<file path="src/rtl/flash_cmd_pkg.sv">
package flash_cmd_pkg;
  typedef enum logic [1:0] {
    SRC_ARRAY  = 2'd0,
    SRC_STATUS = 2'd1,
    SRC_CONFIG = 2'd2,
    SRC_QUERY  = 2'd3
  } rd_src_e;

  typedef enum logic [2:0] {
    ST_IDLE, ST_PSETUP, ST_ESETUP, ST_RUN, ST_SWAIT
  } ctl_state_e;

  localparam logic [7:0] CMD_ARRAY   = 8'hFF;
  localparam logic [7:0] CMD_STATUS  = 8'h70;
  localparam logic [7:0] CMD_CLEAR   = 8'h50;
  localparam logic [7:0] CMD_CONFIG  = 8'h90;
  localparam logic [7:0] CMD_QUERY   = 8'h98;
  localparam logic [7:0] CMD_PROGRAM = 8'h40;
  localparam logic [7:0] CMD_ERASE   = 8'h20;
  localparam logic [7:0] CMD_SUSPEND = 8'hB0;
  localparam logic [7:0] CMD_CONFIRM = 8'hD0;

  localparam logic OP_PROG  = 1'b0;
  localparam logic OP_ERASE = 1'b1;
endpackage

</file>
<file path="src/rtl/flash_bus_wr.sv">
module flash_bus_wr #(
  parameter int AW = 20,
  parameter int DW = 16
) (
  input  logic          clk_i,
  input  logic          rst_ni,
  input  logic          ce_ni,
  input  logic          we_ni,
  input  logic          oe_ni,
  input  logic [AW-1:0] addr_i,
  input  logic [DW-1:0] data_i,
  output logic          wr_o,
  output logic [AW-1:0] addr_o,
  output logic [DW-1:0] data_o
);
  logic act, act_q;
  logic [AW-1:0] addr_q;
  logic [DW-1:0] data_q;

  assign act = ~ce_ni & ~we_ni & oe_ni;

  always_ff @(posedge clk_i or negedge rst_ni) begin
    if (!rst_ni) begin
      act_q  <= 1'b0;
      addr_q <= '0;
      data_q <= '0;
    end else begin
      act_q <= act;
      if (act) begin
        addr_q <= addr_i;
        data_q <= data_i;
      end
    end
  end

  // commit on the cycle the write condition ends
  assign wr_o   = act_q & ~act;
  assign addr_o = addr_q;
  assign data_o = data_q;
endmodule

</file>
<file path="src/rtl/flash_status_reg.sv">
module flash_status_reg (
  input  logic       clk_i,
  input  logic       rst_ni,
  input  logic       run_i,
  input  logic       esusp_i,
  input  logic       psusp_i,
  input  logic       err_set_i,
  input  logic       err_clr_i,
  output logic [7:0] status_o
);
  logic eerr_q, perr_q;

  always_ff @(posedge clk_i or negedge rst_ni) begin
    if (!rst_ni) begin
      eerr_q <= 1'b0;
      perr_q <= 1'b0;
    end else if (err_set_i) begin
      eerr_q <= 1'b1;
      perr_q <= 1'b1;
    end else if (err_clr_i) begin
      eerr_q <= 1'b0;
      perr_q <= 1'b0;
    end
  end

  assign status_o = {~run_i, esusp_i, eerr_q, perr_q, 1'b0, psusp_i, 2'b00};
endmodule

</file>
<file path="src/rtl/flash_cmd_fsm.sv">
module flash_cmd_fsm
  import flash_cmd_pkg::*;
#(
  parameter int AW = 20,
  parameter int DW = 16
) (
  input  logic          clk_i,
  input  logic          rst_ni,
  input  logic          wr_i,
  input  logic [AW-1:0] addr_i,
  input  logic [DW-1:0] data_i,
  input  logic          done_i,
  input  logic          susp_ack_i,
  output rd_src_e       mode_o,
  output logic          run_o,
  output logic          esusp_o,
  output logic          psusp_o,
  output logic          err_set_o,
  output logic          err_clr_o,
  output logic          start_o,
  output logic          op_o,
  output logic [AW-1:0] job_addr_o,
  output logic [DW-1:0] job_data_o,
  output logic          susp_req_o,
  output logic          resume_o
);
  ctl_state_e    state_q;
  rd_src_e       mode_q;
  logic          esusp_q, psusp_q, op_q, start_q, resume_q;
  logic [AW-1:0] jaddr_q;
  logic [DW-1:0] jdata_q;
  logic [7:0]    cmd;
  logic          nested;

  assign cmd    = data_i[7:0];
  assign nested = esusp_q & (op_q == OP_PROG);

  assign err_set_o = wr_i & (state_q == ST_ESETUP) & (cmd != CMD_CONFIRM);
  assign err_clr_o = wr_i & (state_q == ST_IDLE) & (cmd == CMD_CLEAR);

  always_ff @(posedge clk_i or negedge rst_ni) begin
    if (!rst_ni) begin
      state_q  <= ST_IDLE;
      mode_q   <= SRC_ARRAY;
      esusp_q  <= 1'b0;
      psusp_q  <= 1'b0;
      op_q     <= OP_PROG;
      start_q  <= 1'b0;
      resume_q <= 1'b0;
      jaddr_q  <= '0;
      jdata_q  <= '0;
    end else begin
      start_q  <= 1'b0;
      resume_q <= 1'b0;
      unique case (state_q)
        ST_IDLE: if (wr_i) begin
          unique case (cmd)
            CMD_ARRAY:   mode_q <= SRC_ARRAY;
            CMD_STATUS:  mode_q <= SRC_STATUS;
            CMD_CONFIG:  mode_q <= SRC_CONFIG;
            CMD_QUERY:   mode_q <= SRC_QUERY;
            CMD_PROGRAM: if (!psusp_q) state_q <= ST_PSETUP;
            CMD_ERASE:   if (!psusp_q && !esusp_q) state_q <= ST_ESETUP;
            CMD_CONFIRM: begin
              if (psusp_q) begin
                psusp_q  <= 1'b0;
                op_q     <= OP_PROG;
                resume_q <= 1'b1;
                state_q  <= ST_RUN;
                mode_q   <= SRC_STATUS;
              end else if (esusp_q) begin
                esusp_q  <= 1'b0;
                op_q     <= OP_ERASE;
                resume_q <= 1'b1;
                state_q  <= ST_RUN;
                mode_q   <= SRC_STATUS;
              end
            end
            default: ;
          endcase
        end
        ST_PSETUP: if (wr_i) begin
          start_q <= 1'b1;
          op_q    <= OP_PROG;
          jaddr_q <= addr_i;
          jdata_q <= data_i;
          state_q <= ST_RUN;
          mode_q  <= SRC_STATUS;
        end
        ST_ESETUP: if (wr_i) begin
          mode_q <= SRC_STATUS;
          if (cmd == CMD_CONFIRM) begin
            start_q <= 1'b1;
            op_q    <= OP_ERASE;
            jaddr_q <= addr_i;
            state_q <= ST_RUN;
          end else begin
            state_q <= ST_IDLE;
          end
        end
        ST_RUN: begin
          if (done_i) begin
            state_q <= ST_IDLE;
            mode_q  <= SRC_STATUS;
          end else if (wr_i && cmd == CMD_SUSPEND && !nested) begin
            state_q <= ST_SWAIT;
          end
        end
        ST_SWAIT: begin
          if (done_i) begin
            state_q <= ST_IDLE;
            mode_q  <= SRC_STATUS;
          end else if (susp_ack_i) begin
            state_q <= ST_IDLE;
            mode_q  <= SRC_STATUS;
            if (op_q == OP_ERASE) esusp_q <= 1'b1;
            else                  psusp_q <= 1'b1;
          end
        end
        default: state_q <= ST_IDLE;
      endcase
    end
  end

  assign mode_o     = mode_q;
  assign run_o      = (state_q == ST_RUN) | (state_q == ST_SWAIT);
  assign esusp_o    = esusp_q;
  assign psusp_o    = psusp_q;
  assign start_o    = start_q;
  assign op_o       = op_q;
  assign job_addr_o = jaddr_q;
  assign job_data_o = jdata_q;
  assign susp_req_o = (state_q == ST_SWAIT);
  assign resume_o   = resume_q;
endmodule

</file>
<file path="src/rtl/flash_cmd_ctrl.sv">
module flash_cmd_ctrl
  import flash_cmd_pkg::*;
#(
  parameter int AW = 20,
  parameter int DW = 16
) (
  input  logic          clk_i,
  input  logic          rst_ni,
  input  logic          ce_ni,
  input  logic          we_ni,
  input  logic          oe_ni,
  input  logic [AW-1:0] addr_i,
  input  logic [DW-1:0] data_i,
  output logic [1:0]    rd_src_o,
  output logic [7:0]    status_o,
  output logic          eng_start_o,
  output logic          eng_op_o,
  output logic [AW-1:0] eng_addr_o,
  output logic [DW-1:0] eng_data_o,
  input  logic          eng_done_i,
  output logic          eng_susp_req_o,
  input  logic          eng_susp_ack_i,
  output logic          eng_resume_o
);
  logic          wr;
  logic [AW-1:0] wr_addr;
  logic [DW-1:0] wr_data;
  rd_src_e       mode;
  logic          run, esusp, psusp, err_set, err_clr;

  flash_bus_wr #(.AW(AW), .DW(DW)) u_bus (
    .clk_i, .rst_ni, .ce_ni, .we_ni, .oe_ni, .addr_i, .data_i,
    .wr_o(wr), .addr_o(wr_addr), .data_o(wr_data)
  );

  flash_cmd_fsm #(.AW(AW), .DW(DW)) u_fsm (
    .clk_i, .rst_ni,
    .wr_i(wr), .addr_i(wr_addr), .data_i(wr_data),
    .done_i(eng_done_i), .susp_ack_i(eng_susp_ack_i),
    .mode_o(mode), .run_o(run), .esusp_o(esusp), .psusp_o(psusp),
    .err_set_o(err_set), .err_clr_o(err_clr),
    .start_o(eng_start_o), .op_o(eng_op_o),
    .job_addr_o(eng_addr_o), .job_data_o(eng_data_o),
    .susp_req_o(eng_susp_req_o), .resume_o(eng_resume_o)
  );

  flash_status_reg u_sr (
    .clk_i, .rst_ni, .run_i(run), .esusp_i(esusp), .psusp_i(psusp),
    .err_set_i(err_set), .err_clr_i(err_clr), .status_o
  );

  // busy forces status reads
  assign rd_src_o = run ? SRC_STATUS : mode;
endmodule

</file>
<file path="config.mk">
export PLATFORM = sky130hd
export DESIGN_NAME = flash_cmd_ctrl
export DESIGN_NICKNAME = d
export VERILOG_FILES = /design/src/rtl/flash_cmd_pkg.sv /design/src/rtl/flash_bus_wr.sv /design/src/rtl/flash_status_reg.sv /design/src/rtl/flash_cmd_fsm.sv /design/src/rtl/flash_cmd_ctrl.sv
export SDC_FILE = /design/constraint.sdc
export NUM_CORES = 1
export LEC_CHECK = 0
export BUFFER_PORTS_ARGS = -buffer_cell sky130_fd_sc_hd__buf_2
export CORE_MARGIN = 1.5
export CORE_UTILIZATION = 45
export CTS_BUF_LIST = sky130_fd_sc_hd__clkbuf_4 sky130_fd_sc_hd__clkbuf_8 sky130_fd_sc_hd__clkbuf_16
export DETAILED_ROUTE_END_ITERATION = 16
export GPL_ROUTABILITY_DRIVEN = 0
export PLACE_DENSITY = 0.82
export REMOVE_ABC_BUFFERS = 1
export SKIP_LAST_GASP = 1
export SLEW_MARGIN = 20
export SYNTH_ARGS = -nofsm -noshare
export SYNTH_HDL_FRONTEND = slang
export SYNTH_HIERARCHICAL = 1
export SYNTH_SLANG_ARGS = --single-unit
</file>
<file path="constraint.sdc">
create_clock -name clk_i -period 1.74 [get_ports clk_i]
set_input_delay 0.522 -clock clk_i [delete_from_list [all_inputs] [get_ports clk_i]]
set_output_delay 0.522 -clock clk_i [all_outputs]
set_load 0.005 [all_outputs]
</file>
==> results of run 1 <==
## state kept, by name, indices dropped and copies added, names as in the netlist
register,cells
u_fsm/esusp_o,1
u_bus/addr_o,20
u_fsm/start_o,1
u_bus/data_o,16
u_fsm/psusp_o,1
u_fsm/resume_o,1
u_bus/act_q,1
u_fsm/job_data_o,16
u_fsm/state_q,3
u_fsm/job_addr_o,20
u_sr/eerr_q,1
u_fsm/op_o,1
u_fsm/mode_o,2
## metrics by stage
| stage | setup WS, ns | power [W] | TNS [ns] | cell area, um^2 |
|---|---|---|---|---|
| after global placement | -0.430 | 0.00512 | -18.48 | 4540 |
| after detailed placement | -0.496 | 0.00524 | -20.02 | 4540 |
| after floorplan | -2.10 | 0.00409 | -139.19 | 3620 |
| final | -0.274 | 0.00688 | -4.41 | 4940 |
| after global routing | -0.350 | 0.00733 | -6.84 | 4940 |
| after CTS | -0.256 | 0.00679 | -4.13 | 4870 |
## layout by cell type (no fill, tap or decap), types with 3 or more instances in the layout
cell	count
buf_6	3
dfrtp_1	80
buf_12	3
buf_4	44
dfrtp_2	4
inv_1	6
nor2b_1	5
a21o_1	3
o21ai_1	3
nand4_1	4
mux2_4	21
clkbuf_8	11
o21ai_0	11
buf_2	87
conb_1	3
mux2_2	52
a21oi_1	5
nor2_1	5
nand2_1	8
nand3b_1	4
nor3_1	4
## power by group through the flow
stage | Sequential, W | Combinational, W | Clock, W
2_1_floorplan | 0.00304 | 0.00104 | 0
3_3_place_gp | 0.00297 | 0.00215 | 0
3_5_place_dp | 0.00302 | 0.00222 | 0
4_1_cts | 0.00296 | 0.00240 | 0.00143
5_1_grt | 0.00306 | 0.00274 | 0.00153
6_report | 0.00297 | 0.00252 | 0.00140
## area by class of cell
cell class | count | share of cell area (%)
sequential | 84 | 42.6
inverter | 8 | 0.607
clock inverter | 4 | 0.987
clock buffer | 11 | 3.06
tap | 105 | 2.66
multi-input combinational | 167 | 32.7
timing repair buffer | 137 | 17.4
## layer usage
metal,part of all wire [%],vias to the layer above,global-route usage [%]
met2,49,100,32.2
met4,1.4,0,5.60
met5,0,-,0
met1,42,1286,25.5
li1,-,1241,-
met3,8.0,12,8.21
## worst max path at each step
stage | startpoint | to | slack [ns] | cells after the start
global route | u_fsm/state_q[1] | rd_src_o[1] | -0.35 | 4
CTS | u_fsm/state_q[2] | rd_src_o[1] | -0.26 | 5
global placement | oe_ni | u_fsm/mode_o[0] | -0.43 | 8
floorplan | we_ni | u_fsm/job_addr_o[0] | -2.10 | 5
detailed placement | oe_ni | u_fsm/mode_o[0] | -0.50 | 8
finish | u_fsm/state_q[1] | rd_src_o[1] | -0.27 | 4
## cell families (layout without fill, tap and decap cells)
group | Yosys count | in the layout | synth area share (%)
other | 1 | 3 | 0.0994
buffers and inverters | 28 | 160 | 4.94
flip-flops | 84 | 84 | 55.7
XOR/XNOR | 2 | 2 | 0.464
AO/OA/AOI/OAI | 37 | 37 | 6.13
multiplexers | 74 | 74 | 24.0
AND/OR/NAND/NOR | 51 | 51 | 8.62
## repair_timing
item / CTS / global route
resized for setup: 20 / 13
pin swaps: 14 / 8
buffers inserted: 9 / 4
hold buffers: 0 / 0
setup endpoints to repair: 42 / 49
==> metrics.md, run 1 <==
| Metric | Value |
|---|---|
| Layout cells sized above 1 | `61.3%` |
| Leakage | `2.34 nW` |
| Netlist Area Pre-Place | `3770 um^2` |
| Startpoint Class | `flop` |
| Synth async-reset ratio | `100%` |
| Failing checks | `negative setup slack` |
| Vias in the first global route | `2852` |
| Top-count cell post-synth | `dfrtp_1` |
| Routed Antenna Nets | `0` |
| Core region area | `8180 um^2` |
| Gr usage total | `20.2%` |
| Num CTS Buffers | `9` |
| Slowest stage cell, crit path | `dfrtp_2` |
| Switching portion of total power | `31.0%` |
| Yosys warnings | `6` |
| Flops & latches, synth | `84` |
| Post-synth EDFFs | `0` |
| Hold WS | `0.129 ns` |
| Worst r2r dst | `u_fsm/mode_o[0]` |
| Initial antenna violation count | `0` |
| Sequential element share of the synthesized area | `55.7%` |
| Die W | `94.6 um` |
| Inserted Diodes | `0` |
| Largest net degree at the start of global routing | `38` |
| Die height | `94.6 um` |
| Synth cell types | `46` |
| Worst Max-Slew Pin Slew | `0.608 ns` |
| CP Cell Sequence | `nor3_4 > a21o_1 > and2b_2 > buf_2` |
| HP Class | `in2async` |
| Post-DP HPWL | `5.94 mm` |
| Clock network power share | `20.3%` |
| Final Util | `60.5%` |
| Drt pass-1 iters | `4` |
| Maximum root-to-sink buffer count | `2` |
| First-pass GRT wire length | `13.8 mm` |
| VDD IR max | `0.929 mV` |
| Via count | `2639` |
| Fillers | `633` |
| Worst-Skew Late Latency | `0.35 ns` |
| Hold Vio Cnt, Final | `0` |
| Top post-synthesis cells by area | `dfrtp_1, mux2_2, mux2_4` |
| H-Tree Depth | `3` |
| Slew headroom | `59.5%` |
| Crit path largest cell delay | `0.45 ns` |
| Syn Inst Count | `277` |
| Crit Path Class | `reg2out` |
| Via/cell ratio | `5.11` |
| Placed Cells | `492` |
| Register area | `2110 um^2` |
| Tcrit/Tclk final | `116%` |
| Max Clk Rate | `497 MHz` |
| Routed len/inst | `16.3 um` |
| Critical path peak fanout | `4` |
| Critical Path End Type | `output pin` |
| Worst path buffer plus inverter count | `1` |
| Initial Utilization | `46.2%` |
| Max Slew Vio Count | `0` |
| Worst reg2reg path depth | `6` |
| Non-Filler Instances | `516` |
| Boundary Pins | `93` |
| Gate power share | `36.5%` |
| Clock sinks | `84` |
| CTS root buf | `clkbuf_8` |
| Status | `finished with violations` |
| Nets | `450` |
| Iter 0 DRT Violations | `148` |
| Most used DFF post-synth | `dfrtp_1` |
| CP delay by family, top | `flip-flops` |
| Max cap viols | `0` |
| Post-synth top area share | `55.7%` |
| DRC | `0` |
| RSZ-0062 raised after global routing | `true` |
| Min Tclk post-route | `2.01 ns` |
| IO Port Bufs | `89` |
| Cell Int Power | `0.00475 W` |
| Routed WL | `8.39 mm` |
| Multi-input gate area | `1620 um^2` |
| Power density cells | `1390 nW/um^2` |
| Final setup fails | `30` |
| Grt total ovfl | `0` |
| Data required time of the worst path | `1.22 ns` |
| R2R Setup Slk | `-0.20 ns` |
| Rows | `33` |
| Syn Area/Cell | `13.6 um^2` |
| WP data arrival | `1.49 ns` |
| Die Footprint | `8940 um^2` |
| NetSw | `0.00213 W` |
| Reg-to-reg startpoint | `u_fsm/state_q[2]` |
| Layout area overhead | `31.0%` |
| Cell taking the most area after synthesis | `dfrtp_1` |
| Reg power frac | `43.1%` |
| Synth cell count leaders | `dfrtp_1, mux2_2, mux2_4` |
| TritonCTS clock tree | `yes` |
| Clk_skew | `0.00803 ns` |
| Clock slew at reported path FFs | `0.08 ns` |
| Final Worst Setup Slack | `-0.274 ns` |
No activity file was read; power rests on OpenSTA's default activity.
==> inputs of run 2 (changes only) <==
- ABC_AREA: unset -> 1
==> run 2 against run 1 <==
The run still ends with negative setup slack left. Cell count grew 28%. Global-route usage grew 0.19 points. Critical path depth rose by 2. Clock power barely moved. Non-clock buffer count fell by 24. Critical path type unchanged. Critical endpoint is now rd_src_o[0].
==> metrics.md, run 2 <==
| Metric | Value |
|---|---|
| Status | `finished with violations` |
| Failing checks | `negative setup slack` |
| CTS root buf | `clkbuf_8` |
| Min Tclk post-route | `1.81 ns (-0.207 ns)` |
| Post-DP HPWL | `5.88 mm (-1.0%)` |
| GRT Max-Usage Layer | `met2` |
| WP data arrival | `1.28 ns (-0.21 ns)` |
| TritonCTS clock tree | `yes` |
| IO Port Bufs | `89 (unchanged)` |
| Crit Path Class | `reg2out` |
| HP Class | `in2async` |
| Top post-synthesis cells by area | `dfrtp_1, nand2_1, nand3_1` |
| NetSw | `0.00204 W (-4.4%)` |
| Crit path largest cell delay | `0.45 ns (about the same)` |
| Gate power share | `31.0% (-5.5 points)` |
| Max Clk Rate | `554 MHz (+11%)` |
| CP Cell Sequence | `nor2_4 > nand2_2 > o21ai_4 > inv_1 > nand2_1 > buf_2` |
| Sequential element share of the synthesized area | `55.2% (-0.51 points)` |
| TNS Setup | `-0.238 ns (+4.18 ns)` |
| H-Tree Depth | `3 (unchanged)` |
| Worst r2r dst | `u_fsm/job_data_o[1]` |
| Hold WS | `0.193 ns (+0.0632 ns)` |
| Initial antenna violation count | `0 (unchanged)` |
| Inserted Diodes | `0 (unchanged)` |
| Startpoint Class | `flop` |
| Clk_skew | `0.0146 ns (+0.00658 ns)` |
| Cell Int Power | `0.00415 W (-13%)` |
| Layout area overhead | `23.0%` |
| Flops & latches, synth | `84 (unchanged)` |
| Maximum root-to-sink buffer count | `2 (unchanged)` |
| Boundary Pins | `93 (unchanged)` |
| Syn Inst Count | `447 (+61%)` |
| Cell taking the most area after synthesis | `dfrtp_1` |
| R2R Setup Slk | `-0.02 ns (+0.18 ns)` |
| Switching portion of total power | `32.9% (+1.9 points)` |
| Post-synthesis mux area share | `3.55% (-20 points)` |
| Worst-Skew Late Latency | `0.35 ns (about the same)` |
| Worst path buffer plus inverter count | `2 (+1)` |
| Via count | `3261 (+24%)` |
| Most used DFF post-synth | `dfrtp_1` |
| RSZ-0062 raised after global routing | `true` |
| Routed WL | `8.64 mm (+3.0%)` |
| Clock network power share | `23.0% (+2.7 points)` |
| GR Layer Usage met3 | `4.75% (-3.5 points)` |
| Hold-fix buffer count after cts | `0 (unchanged)` |
| Leakage | `2.62 nW (+12%)` |
| Die height | `95 um (+0.45%)` |
| Worst reg2reg path depth | `7 (+1)` |
| Netlist Area Pre-Place | `3810 um^2 (+0.93%)` |
| Iter 0 DRT Violations | `211 (+43%)` |
| Reg power frac | `46.0% (+2.9 points)` |
| CP delay by family, top | `flip-flops` |
| Non-Filler Instances | `660 (+28%)` |
| Max Slew Vio Count | `0 (unchanged)` |
| Area share of fa/ha/maj cells after synthesis | `0% (unchanged)` |
| Synth cell count leaders | `nand2_1, dfrtp_1, nand3_1` |
| Grt total ovfl | `0 (unchanged)` |
| Synth Area in Compound Gates | `2.33% (-3.8 points)` |
| Routed len/inst | `13.1 um (-19%)` |
| Final Util | `57.0% (-3.5 points)` |
| Clock slew at reported path FFs | `0.08 ns (about the same)` |
| Core region area | `8220 um^2 (+0.51%)` |
| Nets | `593 (+32%)` |
| Top-count cell post-synth | `nand2_1` |
| Data required time of the worst path | `1.22 ns (about the same)` |
| Critical path peak fanout | `4 (unchanged)` |
| DRC | `0 (unchanged)` |
| Post-synth EDFFs | `0 (unchanged)` |
| Largest net degree at the start of global routing | `85 (+120%)` |
| Most common cell after layout, fill and taps aside | `nand2_1` |
| Initial Utilization | `46.4% (+0.19 points)` |
| Reg-to-reg startpoint | `u_fsm/state_q[1]` |
| Max cap viols | `0 (unchanged)` |
| Final setup fails | `6 (-80%)` |
| First-pass GRT wire length | `14.1 mm (+2.2%)` |
| Gr usage total | `20.4% (+0.19 points)` |
| Drt pass-1 iters | `7 (+3)` |
| Vias in the first global route | `2997 (+5.1%)` |
| Final Worst Setup Slack | `-0.0667 ns (+0.207 ns)` |
| Rows | `33 (unchanged)` |
| Synth async-reset ratio | `100% (unchanged)` |
| Critical Path End Type | `output pin` |
| Slowest stage cell, crit path | `dfrtp_2` |
| Simple-gate portion of the synthesized area | `31.6% (+23 points)` |
| Via/cell ratio | `4.94 (-3.4%)` |
| Layout cells sized above 1 | `30.1% (-31 points)` |
| Hold Vio Cnt, Final | `0 (unchanged)` |
| Placed Cells | `636 (+29%)` |
| Met1 GRT Util | `27.2% (+1.7 points)` |
| Routed Antenna Nets | `0 (unchanged)` |
| Tcrit/Tclk final | `104% (-12 points)` |
| Main combinational cell family by area after synthesis | `simple AND/OR/NAND/NOR gates` |
| Synth cell types | `25 (-46%)` |
| Synth Area in XOR/XNOR | `0% (-0.46 points)` |
| Power density cells | `1320 nW/um^2 (-5.1%)` |
| Syn Area/Cell | `8.52 um^2 (-37%)` |
| Yosys warnings | `6 (unchanged)` |
| Num CTS Buffers | `9 (unchanged)` |
| Clock sinks | `84 (unchanged)` |
| Met2 Track Usage GR | `32.4% (+0.25 points)` |
| Post-synth top area share | `55.2% (-0.51 points)` |
| Commonest non-fill, non-tap cells in the layout | `nand2_1, buf_2, dfrtp_1, nand3_1, nor2_1` |
| Die Footprint | `9030 um^2 (+0.90%)` |
| VDD IR max | `0.687 mV (-26%)` |
| Die W | `95 um (+0.45%)` |
run 2: repair_timing:
item / CTS / global route
pin swaps: 1 / 3
endpoints found under the setup margin: 4 / 46
setup buffers: 7 / 2
resized for setup: 9 / 14
run 2: routing by layer:
layer  vias to the layer above  wire, um
met2                       105      4170
met1                      1536      3760
met4                         0       125
met3                        11       586
met5                         -         0
li1                       1609         -
run 2: worst max path at each step:
stage / startpoint / endpoint / depth (start not counted)
5_1_grt: u_fsm/state_q[1] / rd_src_o[0] / 6
3_5_place_dp: we_ni / u_fsm/state_q[1] / 14
2_1_floorplan: we_ni / u_fsm/job_data_o[0] / 6
4_1_cts: u_fsm/state_q[1] / rd_src_o[0] / 5
6_report: u_fsm/state_q[1] / rd_src_o[0] / 6
3_3_place_gp: we_ni / u_fsm/state_q[0] / 14
run 2: power groups by stage:
stage	logic (W)	clock network, W	registers (W)
after CTS	0.00186	0.00145	0.00284
after floorplan	0.000911	0	0.00286
after global routing	0.00217	0.00154	0.00291
after detailed placement	0.00176	0	0.00287
after global placement	0.00170	0	0.00286
final	0.00192	0.00142	0.00285
run 2: cell families (layout without fill, tap and decap cells):
logic type | count (synthesis) | count (layout)
compound gates | 17 | 17
buf+inv | 49 | 155
flops | 84 | 84
mux | 12 | 12
other cells | 1 | 3
simple gates | 284 | 284
run 2: stage by stage:
step	total power (W)	setup slack [ns]	cell area (um^2)
global route	0.00662	-0.135	4680
global placement	0.00456	-0.0639	4350
CTS	0.00615	-0.0704	4630
detailed placement	0.00463	-0.181	4350
finish	0.00619	-0.0667	4680
floorplan	0.00377	-0.632	3640
run 2: layout make-up:
cell class | count | area, um^2
repair buffers | 113 | 666
well taps | 105 | 131
multi-input cells | 316 | 1470
flip-flops and latches | 84 | 2110
clock buffers | 13 | 160
fillers | 749 | 3530
inverters | 26 | 103
clock inverters | 3 | 46.3
==> inputs of run 3 (changes only) <==
==> constraint.sdc (replaced) <==
create_clock -name clk_i -period 1.74 [get_ports clk_i]
set_input_delay 0.522 -clock clk_i [delete_from_list [all_inputs] [get_ports clk_i]]
set_output_delay 0.522 -clock clk_i [all_outputs]
set_load 0.05 [all_outputs]
==> run 3 against run 2 <==
The flow still finishes with violations (negative setup slack). Hold slack improved by 0.0070 ns. Final area decreased by 0.24%. Sequential share of layout area about the same. Non-clock buffer count down 1. Clock-buffer cell count down 1. Register-to-register slack gained 0.09 ns.
==> metrics.md, run 3 (synthesized netlist as in run 2, its figures left out) <==
| Metric | Value |
|---|---|
| Status | `finished with violations` |
| Failing checks | `negative setup slack` |
| Leakage | `2.62 nW (-0.22%)` |
| Worst-Skew Late Latency | `0.34 ns (about the same)` |
| HP Class | `in2async` |
| Boundary Pins | `93 (unchanged)` |
| Layout cells sized above 1 | `30.0% (-0.072 points)` |
| Inserted Diodes | `0 (unchanged)` |
| Post-DP HPWL | `6.08 mm (+3.4%)` |
| CTS root buf | `clkbuf_8` |
| Hold Vio Cnt, Final | `0 (unchanged)` |
| Via/cell ratio | `4.91 (-0.62%)` |
| Min Tclk post-route | `1.83 ns (+0.0253 ns)` |
| Max Clk Rate | `546 MHz (-1.4%)` |
| Cell Int Power | `0.00404 W (-2.6%)` |
| Vias in the first global route | `3173 (+5.9%)` |
| Largest net degree at the start of global routing | `85 (unchanged)` |
| Gr usage total | `20.8% (+0.36 points)` |
| Most common cell after layout, fill and taps aside | `nand2_1` |
| H-Tree Depth | `3 (unchanged)` |
| Max cap viols | `0 (unchanged)` |
| TNS Setup | `-0.300 ns (-0.0627 ns)` |
| Grt total ovfl | `0 (unchanged)` |
| Die Footprint | `9030 um^2 (unchanged)` |
| Final setup fails | `4 (-2)` |
| Core region area | `8220 um^2 (unchanged)` |
| Switching portion of total power | `46.0% (+13 points)` |
| Routed len/inst | `12.9 um (-1.5%)` |
| Data required time of the worst path | `1.22 ns (about the same)` |
| Die height | `95 um (unchanged)` |
| Initial antenna violation count | `0 (unchanged)` |
| Final Worst Setup Slack | `-0.0920 ns (-0.0253 ns)` |
| Iter 0 DRT Violations | `209 (-0.95%)` |
| RSZ-0062 raised after global routing | `true` |
| Reg power frac | `37.8% (-8.2 points)` |
| Clock sinks | `84 (unchanged)` |
| Rows | `33 (unchanged)` |
| Clk_skew | `0.0145 ns (-0.000157 ns)` |
| Routed WL | `8.48 mm (-1.8%)` |
| Max Slew Vio Count | `0 (unchanged)` |
| Initial Utilization | `46.4% (unchanged)` |
| Maximum root-to-sink buffer count | `2 (unchanged)` |
| TritonCTS clock tree | `yes` |
| Hold-fix buffer count after cts | `0 (unchanged)` |
| Drt pass-1 iters | `4 (-3)` |
| IO Port Bufs | `89 (unchanged)` |
| Num CTS Buffers | `9 (unchanged)` |
| Startpoint Class | `flop` |
| Gate power share | `45.4% (+14 points)` |
| Placed Cells | `639 (+0.47%)` |
| Clock slew at reported path FFs | `0.08 ns (about the same)` |
| Layout area overhead | `22.7%` |
| Power density cells | `1600 nW/um^2 (+21%)` |
| Routed Antenna Nets | `0 (unchanged)` |
| Critical Path End Type | `output pin` |
| Critical path peak fanout | `3 (-1)` |
| Clock network power share | `16.7% (-6.3 points)` |
| Crit Path Class | `reg2out` |
| Nets | `592 (-0.17%)` |
| VDD IR max | `0.940 mV (+37%)` |
| First-pass GRT wire length | `14.4 mm (+1.5%)` |
| WP data arrival | `1.31 ns (+0.03 ns)` |
| Commonest non-fill, non-tap cells in the layout | `nand2_1, buf_2, dfrtp_1, nand3_1, nor2_1` |
| Crit. Startpoint | `u_fsm/state_q[1]` |
| Non-Filler Instances | `658 (-0.30%)` |
| Post-Place Setup Slack | `-0.156 ns (+0.0249 ns)` |
| NetSw | `0.00344 W (+69%)` |
| Die W | `95 um (unchanged)` |
| Via count | `3231 (-0.92%)` |
| Reg-to-reg startpoint | `u_fsm/state_q[0]` |
| DRC | `0 (unchanged)` |
| Tcrit/Tclk final | `105% (+1.5 points)` |
## run 3: final cells by class
type,instances,area (um^2)
Fill cell,751,3540
Multi-Input combinational cell,316,1480
Timing Repair Buffer,112,673
Tap cell,105,131
Clock inverter,3,22.5
Clock buffer,12,159
Sequential cell,84,2100
Inverter,26,103
## run 3: timing repair
action,4_1_cts,5_1_grt
setup endpoints to repair,4,30
pin swaps,2,2
setup buffers,5,1
gates resized for setup,16,16
hold endpoints to repair,0,0
## run 3: metal layers
metal  GRT usage, %  vias to the layer above  routed length, um
met3           4.99                       12                586
met4           6.59                        0                110
met5              0                        -                  0
met1           27.8                     1502               3620
li1               -                     1609                  -
met2           33.3                      108               4160
## run 3: critical path, cell delays in order, from the launching register on
cell and delay [ns]:
dfrtp_1 0.40, nor2_2 0.15, nand2_2 0.10, o21ai_4 0.08, inv_2 0.05, nand2_2 0.06, buf_8 0.14
## run 3: final timing paths
kind                                             end  slack, ns  cells past startpoint
worst max-delay path                     rd_src_o[0]      -0.09                      6
worst min-delay path            u_fsm/job_addr_o[12]       0.20                      2
worst max register to register         u_fsm/esusp_o       0.07                     12
worst min register to register  u_fsm/job_addr_o[11]       0.47                      2
max in group asynchronous            u_fsm/mode_o[1]       1.21                      2
min in group clk_i                  u_bus/addr_o[13]       0.40                      3
## run 3: power by group through the flow
| stage | clock network (W) | logic [W] | registers [W] |
|---|---|---|---|
| 6_report | 0.00125 | 0.00340 | 0.00283 |
| 4_1_cts | 0.00128 | 0.00336 | 0.00283 |
| 5_1_grt | 0.00139 | 0.00365 | 0.00289 |
| 3_3_place_gp | 0 | 0.00317 | 0.00284 |
| 3_5_place_dp | 0 | 0.00325 | 0.00286 |
| 2_1_floorplan | 0 | 0.00100 | 0.00415 |
## run 3: per-stage QoR
step	utilization (%)	hold slack, ns	power [W]	area (um^2)
floorplan	-	0.226	0.00516	3640
global placement	53.2	0.451	0.00601	4370
detailed placement	53.2	0.455	0.00611	4370
CTS	56.4	0.213	0.00747	4630
global route	56.9	0.217	0.00794	4670
finish	56.9	0.200	0.00748	4670
